## src/rtl/thr_sched_pkg.sv

```systemverilog
package thr_sched_pkg;
    typedef enum logic [1:0] {
        ST_IDLE  = 2'd0,
        ST_WAIT  = 2'd1,
        ST_SWEEP = 2'd2,
        ST_DONE  = 2'd3
    } sched_state_e;
endpackage

```

## src/rtl/thr_delay_timer.sv

```systemverilog
module thr_delay_timer #(
    parameter int DELAY = 1
) (
    input  logic clk,
    input  logic rst_n,
    input  logic load,
    input  logic run,
    output logic expired
);
    localparam int DLY_W = (DELAY > 1) ? $clog2(DELAY) : 1;
    localparam logic [DLY_W-1:0] RELOAD = DLY_W'(DELAY - 1);

    logic [DLY_W-1:0] remain;

    always_ff @(posedge clk) begin
        if (!rst_n) begin
            remain <= '0;
        end else if (load) begin
            remain <= RELOAD;
        end else if (run && remain != '0) begin
            remain <= remain - 1'b1;
        end
    end

    assign expired = (remain == '0);

    // The countdown only ever moves downward while running and not reloaded.
    assert_count_down_R2: assert property (@(posedge clk) disable iff (!rst_n)
        (run && !load && !expired) |=> (remain == $past(remain) - 1'b1));
endmodule

```

## src/rtl/thr_verdict.sv

```systemverilog
module thr_verdict #(
    parameter int NUM_THREADS = 4,
    parameter int IDX_W       = 2
) (
    input  logic                   clk,
    input  logic                   rst_n,
    input  logic                   en,
    input  logic [IDX_W-1:0]       idx,
    input  logic [NUM_THREADS-1:0] thr_halt,
    input  logic [NUM_THREADS-1:0] thr_active,
    output logic [NUM_THREADS-1:0] halt_req,
    output logic [NUM_THREADS-1:0] resume_req
);
    for (genvar t = 0; t < NUM_THREADS; t++) begin : g_thread
        logic picked;
        assign picked        = en && (idx == IDX_W'(t));
        assign halt_req[t]   = picked && (thr_halt[t] || !thr_active[t]);
        assign resume_req[t] = picked && !thr_halt[t] && thr_active[t];
    end

    assert_one_thread_R7: assert property (@(posedge clk) disable iff (!rst_n)
        $onehot0(halt_req | resume_req));
    assert_never_both_R7: assert property (@(posedge clk) disable iff (!rst_n)
        (halt_req & resume_req) == '0);
    assert_visit_decides_R5: assert property (@(posedge clk) disable iff (!rst_n)
        en |-> ($countones(halt_req | resume_req) == 1));
endmodule

```

## src/rtl/thr_sweep_fsm.sv

```systemverilog
module thr_sweep_fsm
    import thr_sched_pkg::*;
#(
    parameter int IDX_W = 2
) (
    input  logic             clk,
    input  logic             rst_n,
    input  logic             wr_strobe,
    input  logic             expired,
    input  logic [IDX_W-1:0] last_idx,
    output logic             timer_load,
    output logic             timer_run,
    output logic             sweep_en,
    output logic [IDX_W-1:0] idx,
    output logic             sweep_done
);
    sched_state_e state, state_nx;

    always_comb begin
        state_nx = state;
        unique case (state)
            ST_IDLE:  if (wr_strobe) state_nx = ST_WAIT;
            ST_WAIT:  if (expired) state_nx = ST_SWEEP;
            ST_SWEEP: if (idx == last_idx) state_nx = ST_DONE;
            ST_DONE:  state_nx = wr_strobe ? ST_WAIT : ST_IDLE;
            default:  state_nx = ST_IDLE;
        endcase
    end

    always_ff @(posedge clk) begin
        if (!rst_n) begin
            state <= ST_IDLE;
            idx   <= '0;
        end else begin
            state <= state_nx;
            if (state == ST_SWEEP && idx != last_idx) begin
                idx <= idx + 1'b1;
            end else begin
                idx <= '0;
            end
        end
    end

    always_comb begin
        timer_load = (state_nx == ST_WAIT) && (state != ST_WAIT);
        timer_run  = (state == ST_WAIT);
        sweep_en   = (state == ST_SWEEP);
        sweep_done = (state == ST_DONE);
    end

    assert_wait_holds_R2: assert property (@(posedge clk) disable iff (!rst_n)
        (state == ST_WAIT && !expired) |=> (state == ST_WAIT));
    assert_strobe_absorbed_R3: assert property (@(posedge clk) disable iff (!rst_n)
        (state == ST_SWEEP && wr_strobe) |=> (state == ST_SWEEP || state == ST_DONE));
    assert_done_single_R8: assert property (@(posedge clk) disable iff (!rst_n)
        sweep_done |=> !sweep_done);
    assert_done_release_R8: assert property (@(posedge clk) disable iff (!rst_n)
        (sweep_done && !wr_strobe) |=> (state == ST_IDLE));
    assert_rearm_R9: assert property (@(posedge clk) disable iff (!rst_n)
        (sweep_done && wr_strobe) |=> (state == ST_WAIT));
    assert_idx_bound_R4: assert property (@(posedge clk) disable iff (!rst_n)
        sweep_en |-> (idx <= last_idx));
endmodule

```

## src/rtl/thread_runstate_sched.sv

```systemverilog
module thread_runstate_sched #(
    parameter int NUM_THREADS = 4,
    parameter int DELAY       = 1,
    parameter int CNT_W       = 8
) (
    input  logic                   clk,
    input  logic                   rst_n,
    input  logic                   wr_strobe,
    input  logic [NUM_THREADS-1:0] thr_halt,
    input  logic [NUM_THREADS-1:0] thr_active,
    input  logic [CNT_W-1:0]       cfg_count,
    output logic [NUM_THREADS-1:0] halt_req,
    output logic [NUM_THREADS-1:0] resume_req,
    output logic                   sweep_done
);
    localparam int IDX_W = (NUM_THREADS > 1) ? $clog2(NUM_THREADS) : 1;
    localparam logic [CNT_W-1:0] TOP_CNT = CNT_W'(NUM_THREADS - 1);

    logic             expired;
    logic             timer_load;
    logic             timer_run;
    logic             sweep_en;
    logic [IDX_W-1:0] idx;
    logic [IDX_W-1:0] last_idx;

    assign last_idx = (cfg_count >= TOP_CNT) ? IDX_W'(NUM_THREADS - 1)
                                             : IDX_W'(cfg_count);

    thr_delay_timer #(.DELAY(DELAY)) u_timer (
        .clk     (clk),
        .rst_n   (rst_n),
        .load    (timer_load),
        .run     (timer_run),
        .expired (expired)
    );

    thr_sweep_fsm #(.IDX_W(IDX_W)) u_fsm (
        .clk        (clk),
        .rst_n      (rst_n),
        .wr_strobe  (wr_strobe),
        .expired    (expired),
        .last_idx   (last_idx),
        .timer_load (timer_load),
        .timer_run  (timer_run),
        .sweep_en   (sweep_en),
        .idx        (idx),
        .sweep_done (sweep_done)
    );

    thr_verdict #(.NUM_THREADS(NUM_THREADS), .IDX_W(IDX_W)) u_verdict (
        .clk        (clk),
        .rst_n      (rst_n),
        .en         (sweep_en),
        .idx        (idx),
        .thr_halt   (thr_halt),
        .thr_active (thr_active),
        .halt_req   (halt_req),
        .resume_req (resume_req)
    );

    assert_no_pulse_at_done_R8: assert property (@(posedge clk) disable iff (!rst_n)
        sweep_done |-> ((halt_req | resume_req) == '0));
endmodule

```

## config.mk

```make
export PLATFORM = sky130hd
export DESIGN_NAME = thread_runstate_sched
export DESIGN_NICKNAME = d
export VERILOG_FILES = /design/src/rtl/thr_sched_pkg.sv /design/src/rtl/thr_delay_timer.sv /design/src/rtl/thr_verdict.sv /design/src/rtl/thr_sweep_fsm.sv /design/src/rtl/thread_runstate_sched.sv
export SDC_FILE = /design/constraint.sdc
export NUM_CORES = 1
export LEC_CHECK = 0
export ABC_CLOCK_PERIOD_IN_PS = 1700
export BUFFER_PORTS_ARGS = -buffer_cell sky130_fd_sc_hd__buf_2
export CAP_MARGIN = 40
export CORE_MARGIN = 5
export CORE_UTILIZATION = 28
export DETAILED_ROUTE_END_ITERATION = 10
export PLACE_DENSITY = 0.67
export SLEW_MARGIN = 10
export SYNTH_ARGS = -nofsm -noshare
export SYNTH_HDL_FRONTEND = slang
export SYNTH_SLANG_ARGS = --single-unit
export TNS_END_PERCENT = 1
```

## constraint.sdc

```tcl
create_clock -name clk -period 1.7 [get_ports clk]
set_clock_uncertainty 0.1 [all_clocks]
set_input_delay 0.34 -clock clk [delete_from_list [all_inputs] [get_ports clk]]
set_output_delay 0.34 -clock clk [all_outputs]
set_load 0.005 [all_outputs]
```

# == After elaboration in Yosys (flattened, before gate mapping) ==
# Cells that the tools add are included.
# W data, S select, Z words.
# word_totals
mem_count,0
reg_bits,5
word_cells,58
ramBits,0
mem_bits_ro,0
latchBits,0
in_bits,19
# op_classes
div,0
mux,6
n_reduce_logical,35
bitwise_logic,1
add_sub_neg,2
multipliers,0
n_shift,0
eq_ne,10
order_cmp,1
# ops
operator,n
$logic_and A1 B1 Y1,19
$eq A2 B2 Y1 const B,4
$ge A8 B2 Y1 const B,1
$logic_not A1 Y1,8
$mux W2,4
$pmux W2 S4,1
$eq A2 B1 Y1 const B,3
$logic_not A2 Y1,2
$logic_or A1 B1 Y1,4
$add A2 B1 Y2 const B,1
$eq A2 B2 Y1,1
$ne A2 B1 Y1 const B,1
$ne A2 B2 Y1,1
$reduce_and A2 Y1,1
$reduce_or A2 Y1,1
$mux W1,1
$not A1 Y1,1
$sub A1 B1 Y1 const B,1

# == Longest topological paths before layout ==
# Gate-level depths: netlist of run 1.
# depth
depth_word,8
depth_mapped,4
mapped_depth_nobuf,4

# == Hierarchy ==
# From an unflattened synthesis of run 1, not the netlist that was laid out.
# unflattened
cells_unflattened,44
area_unflattened_um2,361.6
# by_module_without_submodules
mod,n_inst,area_each_um2,cells_each
thr_sweep_fsm,1,197.7,20
thr_verdict,1,97.6,16
thr_delay_timer,1,36.3,3
thread_runstate_sched,1,30.0,5

# == Worst setup path before layout of run 1 ==
# OpenSTA, ideal clock, no wires.
# synth_timing
path_kind,input to register
start,input cfg_count[7]
end,register u_fsm.idx[0]
cell_stages,4
arrival_ns,1.144
required_time_ns,1.541
setup_time_ns,0.059
path_slack_ns,0.396
cell_sequence,nor4_4 -> a311oi_1 -> and4b_1 -> and3_1
# synth_via
elab_chain_len,5
# synth_lines
element,line,text
start: declaration,thread_runstate_sched.sv:11,"input logic [CNT_W-1:0] cfg_count,"
$ge A8 B2 Y1,thread_runstate_sched.sv:26,assign last_idx = (cfg_count >= TOP_CNT) ? IDX_W'(NUM_THREADS - 1)
$mux W2,thread_runstate_sched.sv:26,
$ne A2 B2 Y1,thr_sweep_fsm.sv:36,if (state == ST_SWEEP && idx != last_idx) begin
$logic_and A1 B1 Y1,thr_sweep_fsm.sv:36,
$reduce_and A2 Y1 (no source line),--,
end signal: assignment,thr_sweep_fsm.sv:37,idx <= idx + 1'b1;
end: declaration,thr_sweep_fsm.sv:14,"output logic [IDX_W-1:0] idx,"
# Every way passes these cells.
# A chain may end at the register's enable or synchronous reset.

# == Final worst setup path of run 1 ==
# layout_timing
start,register u_fsm.state[1]
end,output resume_req[1]
# layout_via
elab_chain_len,4
# layout_lines
element,line,text
start: declaration,thr_sweep_fsm.sv:17,"sched_state_e state, state_nx;"
start signal: assignment,thr_sweep_fsm.sv:35,state <= state_nx;
$eq A2 B2 Y1,thr_sweep_fsm.sv:47,sweep_en = (state == ST_SWEEP);
$logic_and A1 B1 Y1,thr_verdict.sv:16,assign picked = en && (idx == IDX_W'(t));
$logic_and A1 B1 Y1 (2 in series),thr_verdict.sv:18,assign resume_req[t] = picked && !thr_halt[t] && thr_active[t];
end: declaration,thread_runstate_sched.sv:13,"output logic [NUM_THREADS-1:0] resume_req,"
# Every way passes these cells.

==> reports/results.tsv, run 1 <==
stage	metric	value	unit
synth	synth.mux.area_fraction	2.42	%
layout	drive_gt1_share	54.1	%
synth	syn_area	413	um^2
floorplanning	start_util	30.6	%
pwr	p_leak	0.314	nW
layout	area_delta_synth_final	52.7	%
synth	synth_simple_gate_area_share	40.3	%
sta	hold_viol	0	
detailed_routing	first_pass_iters	4	
layout	fill_cells	140	
floorplanning	die_y	48.4	um
floorplanning	core-area	1350	um^2
clock_tree	htree_num_levels	1	
floorplanning	num_io_pins	28	
synth	yosysWarnings	0	
pwr	power_frac_comb	24.1	%
synth	synth_top_area_share	24.2	%
critical_path	crit_chain	inv_2 -> nor2_4 -> nand2_1 -> nor3b_1 -> buf_2	
global_routing	grt_max_degree	7	
global_routing	grt_first_pass_wirelength	1790	um
clock_tree	clockBufferDepth	2	
job	max_cap_viol_count	0	
placement	place.gp.congestion	0.610	
detailed_routing	final_antenna_net_count	0	
clock_tree	clock_sinks	5	
floorplanning	rows	13	
sta	maxSlewHeadroom	83.0	%
detailed_routing	vias	482	
synth	ys_top_cells_by_count	7 x inv_1, 7 x nand2_1, 5 x a21oi_1, 5 x dfxtp_1, 5 x nor3b_1	
clock_tree	cts_buffers	3	
synth	synth_seq_cells	5	
sta	drv_slew	0	
detailed_routing	post_drt_wl_per_cell	11.2	um
sta	setup_viol	0	
synth	ys.flop_type	dfxtp_1	
floorplanning	die_area	2340	um^2
critical_path	arrival	1200	ps
pwr	clock_power_share	38.2	%
synth	synth_top_family_by_area	simple AND/OR/NAND/NOR gates	
global_routing	grt_usage	9.35	%
pwr	seq_power_share	37.7	%
pwr	p_switching	102	uW
layout	fin_nets	109	
layout	n_antenna_cell	0	
synth	syn_nets	75	
synth	async_flop_share	0	%
synth	synth_area_leaders	dfxtp_1 24%, ha_1 12%, nor3b_1 9.1%	
critical_path	worst-path-max-fanout	5	
status	status	completed	
detailed_routing	viasPerCell	4.82	
detailed_routing	finalWirelength	1120	um
synth	syn_avg_cell_area	7.94	um^2
sta	setup_tns	0	ps
synth	ys_types	20	
global_routing	antenna_found_initial	0	
pwr	vdd_ir_drop_max	0.000327	V
synth	yosysTopAreaCell	dfxtp_1	
floorplanning	die_w	48.4	um
synth	syn_inst	52	
placement	placed_area	567	um^2
sta	worst_pin_slew	254	ps
layout	final_cell_area	631	um^2
global_routing	gr-total-overflow	0	
synth	synth_xor_xnor_area_share	2.12	%
clock_tree	clkLatencyLatePin	240	ps
hold_path	worstHoldPathType	primary input to flop	
detailed_routing	dr.first_iter.drc_count	3	
placement	io_buffers	27	
critical_path	cp.required	1260	ps
pwr	power.share.switching	28.1	%
pwr	p_total	363	uW
layout	register_area	105	um^2
critical_path	cp-end-kind	output pin	
critical_path	critPathLaunchType	flop	
clock_tree	hold_buffers	0	
synth	synth_edf_count	0	
sta	fin_crit_sh	96.5	%
sta	max_freq	610	MHz
synth	synth_compound_area_share	10.0	%
global_routing	grt_pass1_vias	459	
synth	synthAdderAreaFrac	14.5	%
pwr	intPower	261	uW
synth	ys_seq_area_share	24.2	%
clock_tree	clockRootBuffer	clkbuf_4	
critical_path	cpPeakStageDelay	340	ps
clock_tree	cts_tree	done	
critical_path	criticalPathCategory	flop to output pin	
clock_tree	clk_transition_reported_paths	40	ps
pwr	p_per_area	576	nW/um^2
layout	multiInputGateArea	304	um^2
critical_path	slowest_stage	dfxtp_2	
sta	post-route-min-period	1640	ps
placement	dp_hpwl	909	um
detailed_routing	drc	0	
-- power by group through the flow --
stage                     Combinational, mW  Sequential [mW]  Clock, mW
final                                0.0874            0.137      0.139
after CTS                            0.0795            0.136      0.145
after global placement               0.0738            0.137          0
after global routing                 0.0944            0.137      0.157
after floorplan                      0.0396            0.135          0
after detailed placement             0.0763            0.137          0
-- repair_timing --
item                                    4_1_cts  5_1_grt
endpoints found under the setup margin        5        5
setup buffers                                 1        1
pin swaps                                     1        1
resized for setup                             3        9
-- cell type report --
class | instances | share of cell area, %
multi-input cells | 40 | 48.2
repair buffers | 29 | 23.8
flip-flops and latches | 5 | 16.7
clock buffers | 4 | 4.17
inverters | 7 | 4.17
well taps | 15 | 2.98
-- worst max-delay path, delay by kind of cell (launching register included) --
kind	cells	cell delay [ps]
buf+inv	2	200
flops	1	340
simple gates	3	420
-- sequential cells by signal, indices dropped and copies added (netlist names) --
name and count:
u_fsm.idx 2, u_fsm.state 2, u_timer.remain 1
-- layer usage --
metal  vias up  global-route usage (%)  wire (um)
met2        20                    16.7        582
met4         0                    5.53          0
met5         -                       0          0
li1        248                       -          -
met3         0                    5.20         98
met1       214                    7.86        438
-- placed cells by master (no fill, tap or decap), types with 2 or more instances in the layout --
| cell | n |
|---|---|
| ha_1 | 4 |
| nor3b_2 | 2 |
| a21oi_1 | 5 |
| and3_1 | 2 |
| nor3b_1 | 3 |
| nand2_1 | 4 |
| nor2_1 | 4 |
| nand2_2 | 3 |
| nand4_1 | 2 |
| dfxtp_2 | 4 |
| inv_2 | 3 |
| buf_4 | 2 |
| buf_2 | 27 |
| clkbuf_4 | 3 |
| inv_1 | 4 |
-- cells by family after synthesis --
| logic type | after synthesis |
|---|---|
| adders and majority gates | 5 |
| xor gates and xnor gates | 1 |
| buffers and inverters | 7 |
| muxes | 1 |
| and+or+nand+nor | 26 |
| DFF | 5 |
| AOI/OAI and AO/OA | 7 |
-- stage by stage --
step	setup slack (ps)	std cells	util, %	hold slack, ps
6_report	59.4	100	46.7	260
2_1_floorplan	396	52	-	328
3_3_place_gp	229	94	42.0	346
4_1_cts	6.64	99	44.6	255
5_1_grt	-3.13	100	46.7	269
3_5_place_dp	171	94	42.0	366
-- final timing paths --
path	cells after the start	to	slack (ps)	start
max	5	resume_req[1]	60	u_fsm.state[1]$_SDFF_PN0_
min	2	u_fsm.state[1]$_SDFF_PN0_	260	rst_n
max reg2reg	4	u_fsm.idx[0]$_SDFF_PN0_	370	u_fsm.idx[1]$_SDFF_PN0_
min reg2reg	2	u_timer.remain$_SDFFE_PP0P_	380	u_timer.remain$_SDFFE_PP0P_
(Power assumes the default switching activity.)
==> run 2: changes to the inputs <==
Settings changed: CORE_MARGIN 5 to default.
==> reports/results.tsv, run 2 (same netlist as run 1, synthesis figures left out) <==
stage	metric	value	unit	change
sta	drv_slew	0		unchanged
clock_tree	clkLatencyLatePin	240	ps	about the same
critical_path	cp.required	1260	ps	about the same
job	max_cap_viol_count	0		unchanged
detailed_routing	vias	466		was 482
sta	worst_pin_slew	279	ps	was 254 ps
pwr	p_per_area	572	nW/um^2	was 576 nW/um^2
floorplanning	rows	13		unchanged
detailed_routing	drc	0		unchanged
placement	place_inst	94		unchanged
layout	multiInputGateArea	307	um^2	was 304 um^2
clock_tree	clk_transition_reported_paths	40	ps	about the same
detailed_routing	post_drt_wl_per_cell	10.1	um	was 11.2 um
floorplanning	die_y	40.4	um	was 48.4 um
critical_path	path_buf_inv	2		unchanged
critical_path	worst-path-max-fanout	5		unchanged
clock_tree	cts_buffers	3		unchanged
critical_path	arrival	1190	ps	was 1200 ps
floorplanning	start_util	31.0	%	was 30.6%
critical_path	cp-end-kind	output pin		unchanged
sta	setup_tns	0	ps	unchanged
layout	register_area	106	um^2	was 105 um^2
pwr	p_total	358	uW	was 363 uW
placement	place_ws	186	ps	was 171 ps
sta	setup_viol	0		unchanged
detailed_routing	highest_layer	met4		was met3
critical_path	critPathLaunchType	flop		unchanged
hold_path	worstHoldPathType	primary input to flop		unchanged
layout	drive_gt1_share	51.2	%	was 54.1%
global_routing	grt_first_pass_wirelength	1490	um	was 1790 um
floorplanning	core-area	1330	um^2	was 1350 um^2
global_routing	grt_usage	14.0	%	was 9.35%
detailed_routing	drt-met1-wl	376	um	was 438 um
critical_path	critical-path-top-delay-family	simple AND/OR/NAND/NOR gates		unchanged
placement	place.gp.congestion	0.731		was 0.610
sta	maxSlewHeadroom	81.4	%	was 83.0%
pwr	vdd_ir_drop_max	0.000223	V	was 0.000327 V
layout	area_delta_synth_final	51.8	%	was 52.7%
placement	placed_area	567	um^2	unchanged
status	status	completed		unchanged
layout	n_antenna_cell	0		unchanged
detailed_routing	viasPerCell	4.71		was 4.82
placement	io_buffers	27		unchanged
detailed_routing	finalWirelength	999	um	was 1120 um
floorplanning	num_io_pins	28		unchanged
sta	grt_setup_unrepaired	yes		
clock_tree	clock_sinks	5		unchanged
detailed_routing	final_antenna_net_count	0		unchanged
sta	fin_crit_sh	95.9	%	was 96.5%
pwr	p_leak	0.309	nW	was 0.314 nW
layout	final_cell_area	627	um^2	was 631 um^2
critical_path	crit_chain	inv_2 -> nor2_4 -> nand2_1 -> nor3b_2 -> buf_2		was inv_2 -> nor2_4 -> nand2_1 -> nor3b_1 -> buf_2
detailed_routing	wl_met2	532	um	was 582 um
layout	layout_commonest_cell	buf_2		unchanged
detailed_routing	dr.first_iter.drc_count	4		was 3
layout	finalNonFillerCells	99		was 100
floorplanning	die_w	40.4	um	was 48.4 um
detailed_routing	first_pass_iters	4		unchanged
sta	hold_viol	0		unchanged
critical_path	criticalPathCategory	flop to output pin		unchanged
layout	fill_cells	131		was 140
sta	post-route-min-period	1630	ps	was 1640 ps
layout	fin_nets	108		was 109
clock_tree	clockRootBuffer	clkbuf_4		unchanged
floorplanning	die_area	1630	um^2	was 2340 um^2
global_routing	grt_max_degree	7		unchanged
placement	dp_hpwl	770	um	was 909 um
clock_tree	cts_tree	done		unchanged
critical_path	slowest_stage	dfxtp_4		was dfxtp_2
detailed_routing	wl_met3	72	um	was 98 um
clock_tree	clockBufferDepth	2		unchanged
sta	fin_ws	70.1	ps	was 59.4 ps
sta	max_freq	614	MHz	was 610 MHz
global_routing	antenna_found_initial	0		unchanged
layout	layout_common_cells	27 x buf_2, 7 x nand2_1, 5 x a21oi_1		was 27 x buf_2, 5 x a21oi_1
global_routing	gr-total-overflow	0		unchanged
critical_path	cpPeakStageDelay	360	ps	was 340 ps
global_routing	grt_pass1_vias	410		was 459
layout	reg.largest.list	u_fsm.idx: 2 flops, u_fsm.state: 2 flops, u_timer.remain: 1 flops		unchanged
clock_tree	htree_num_levels	1		unchanged
==> run 2: layer usage <==
metal  global-route usage, %  vias up
li1                        -      243
met1                    12.5      199
met2                    25.4       22
met3                    5.00        2
met4                    10.0        0
met5                       0        -
==> run 2: worst paths after layout <==
kind / start / endpoint / slack (ps) / depth (start not counted)
worst min register to register: u_timer.remain$_SDFFE_PP0P_ / u_timer.remain$_SDFFE_PP0P_ / 350 / 2
worst max-delay path: u_fsm.state[1]$_SDFF_PN0_ / resume_req[2] / 70 / 5
worst max register to register: u_fsm.idx[1]$_SDFF_PN0_ / u_fsm.idx[1]$_SDFF_PN0_ / 390 / 4
worst min-delay path: rst_n / u_timer.remain$_SDFFE_PP0P_ / 260 / 3
==> run 2: worst min-delay path, cell delays in order <==
cell	delay (ps)
buf_2	120
nand2_1	60
nor2_1	40
==> run 2: cell type report <==
cell class,instances,area share [%]
multi-input combinational,40,48.9
timing repair buffer,28,22.8
sequential,5,17.0
clock buffer,4,4.19
inverter,7,4.19
tap,15,2.99
==> run 2: timing repair <==
item	in CTS	in global routing
hold endpoints to repair	0	0
setup buffers	1	0
endpoints found under the setup margin	4	8
pin swaps	1	1
resized for setup	2	9
hold buffers	0	0
==> run 2: metrics by stage <==
stage	util, %	hold WS [ps]
global placement	42.5	348
finish	47.0	258
global route	47.0	270
floorplan	-	328
detailed placement	42.5	348
CTS	45.0	258
==> run 2: power breakdown <==
part | internal (mW) | total (mW) | leakage [nW] | switching, mW
clock network | 0.0889 | 0.140 | 0.0150 | 0.0513
logic | 0.0427 | 0.0814 | 0.251 | 0.0387
registers | 0.125 | 0.137 | 0.0424 | 0.0113
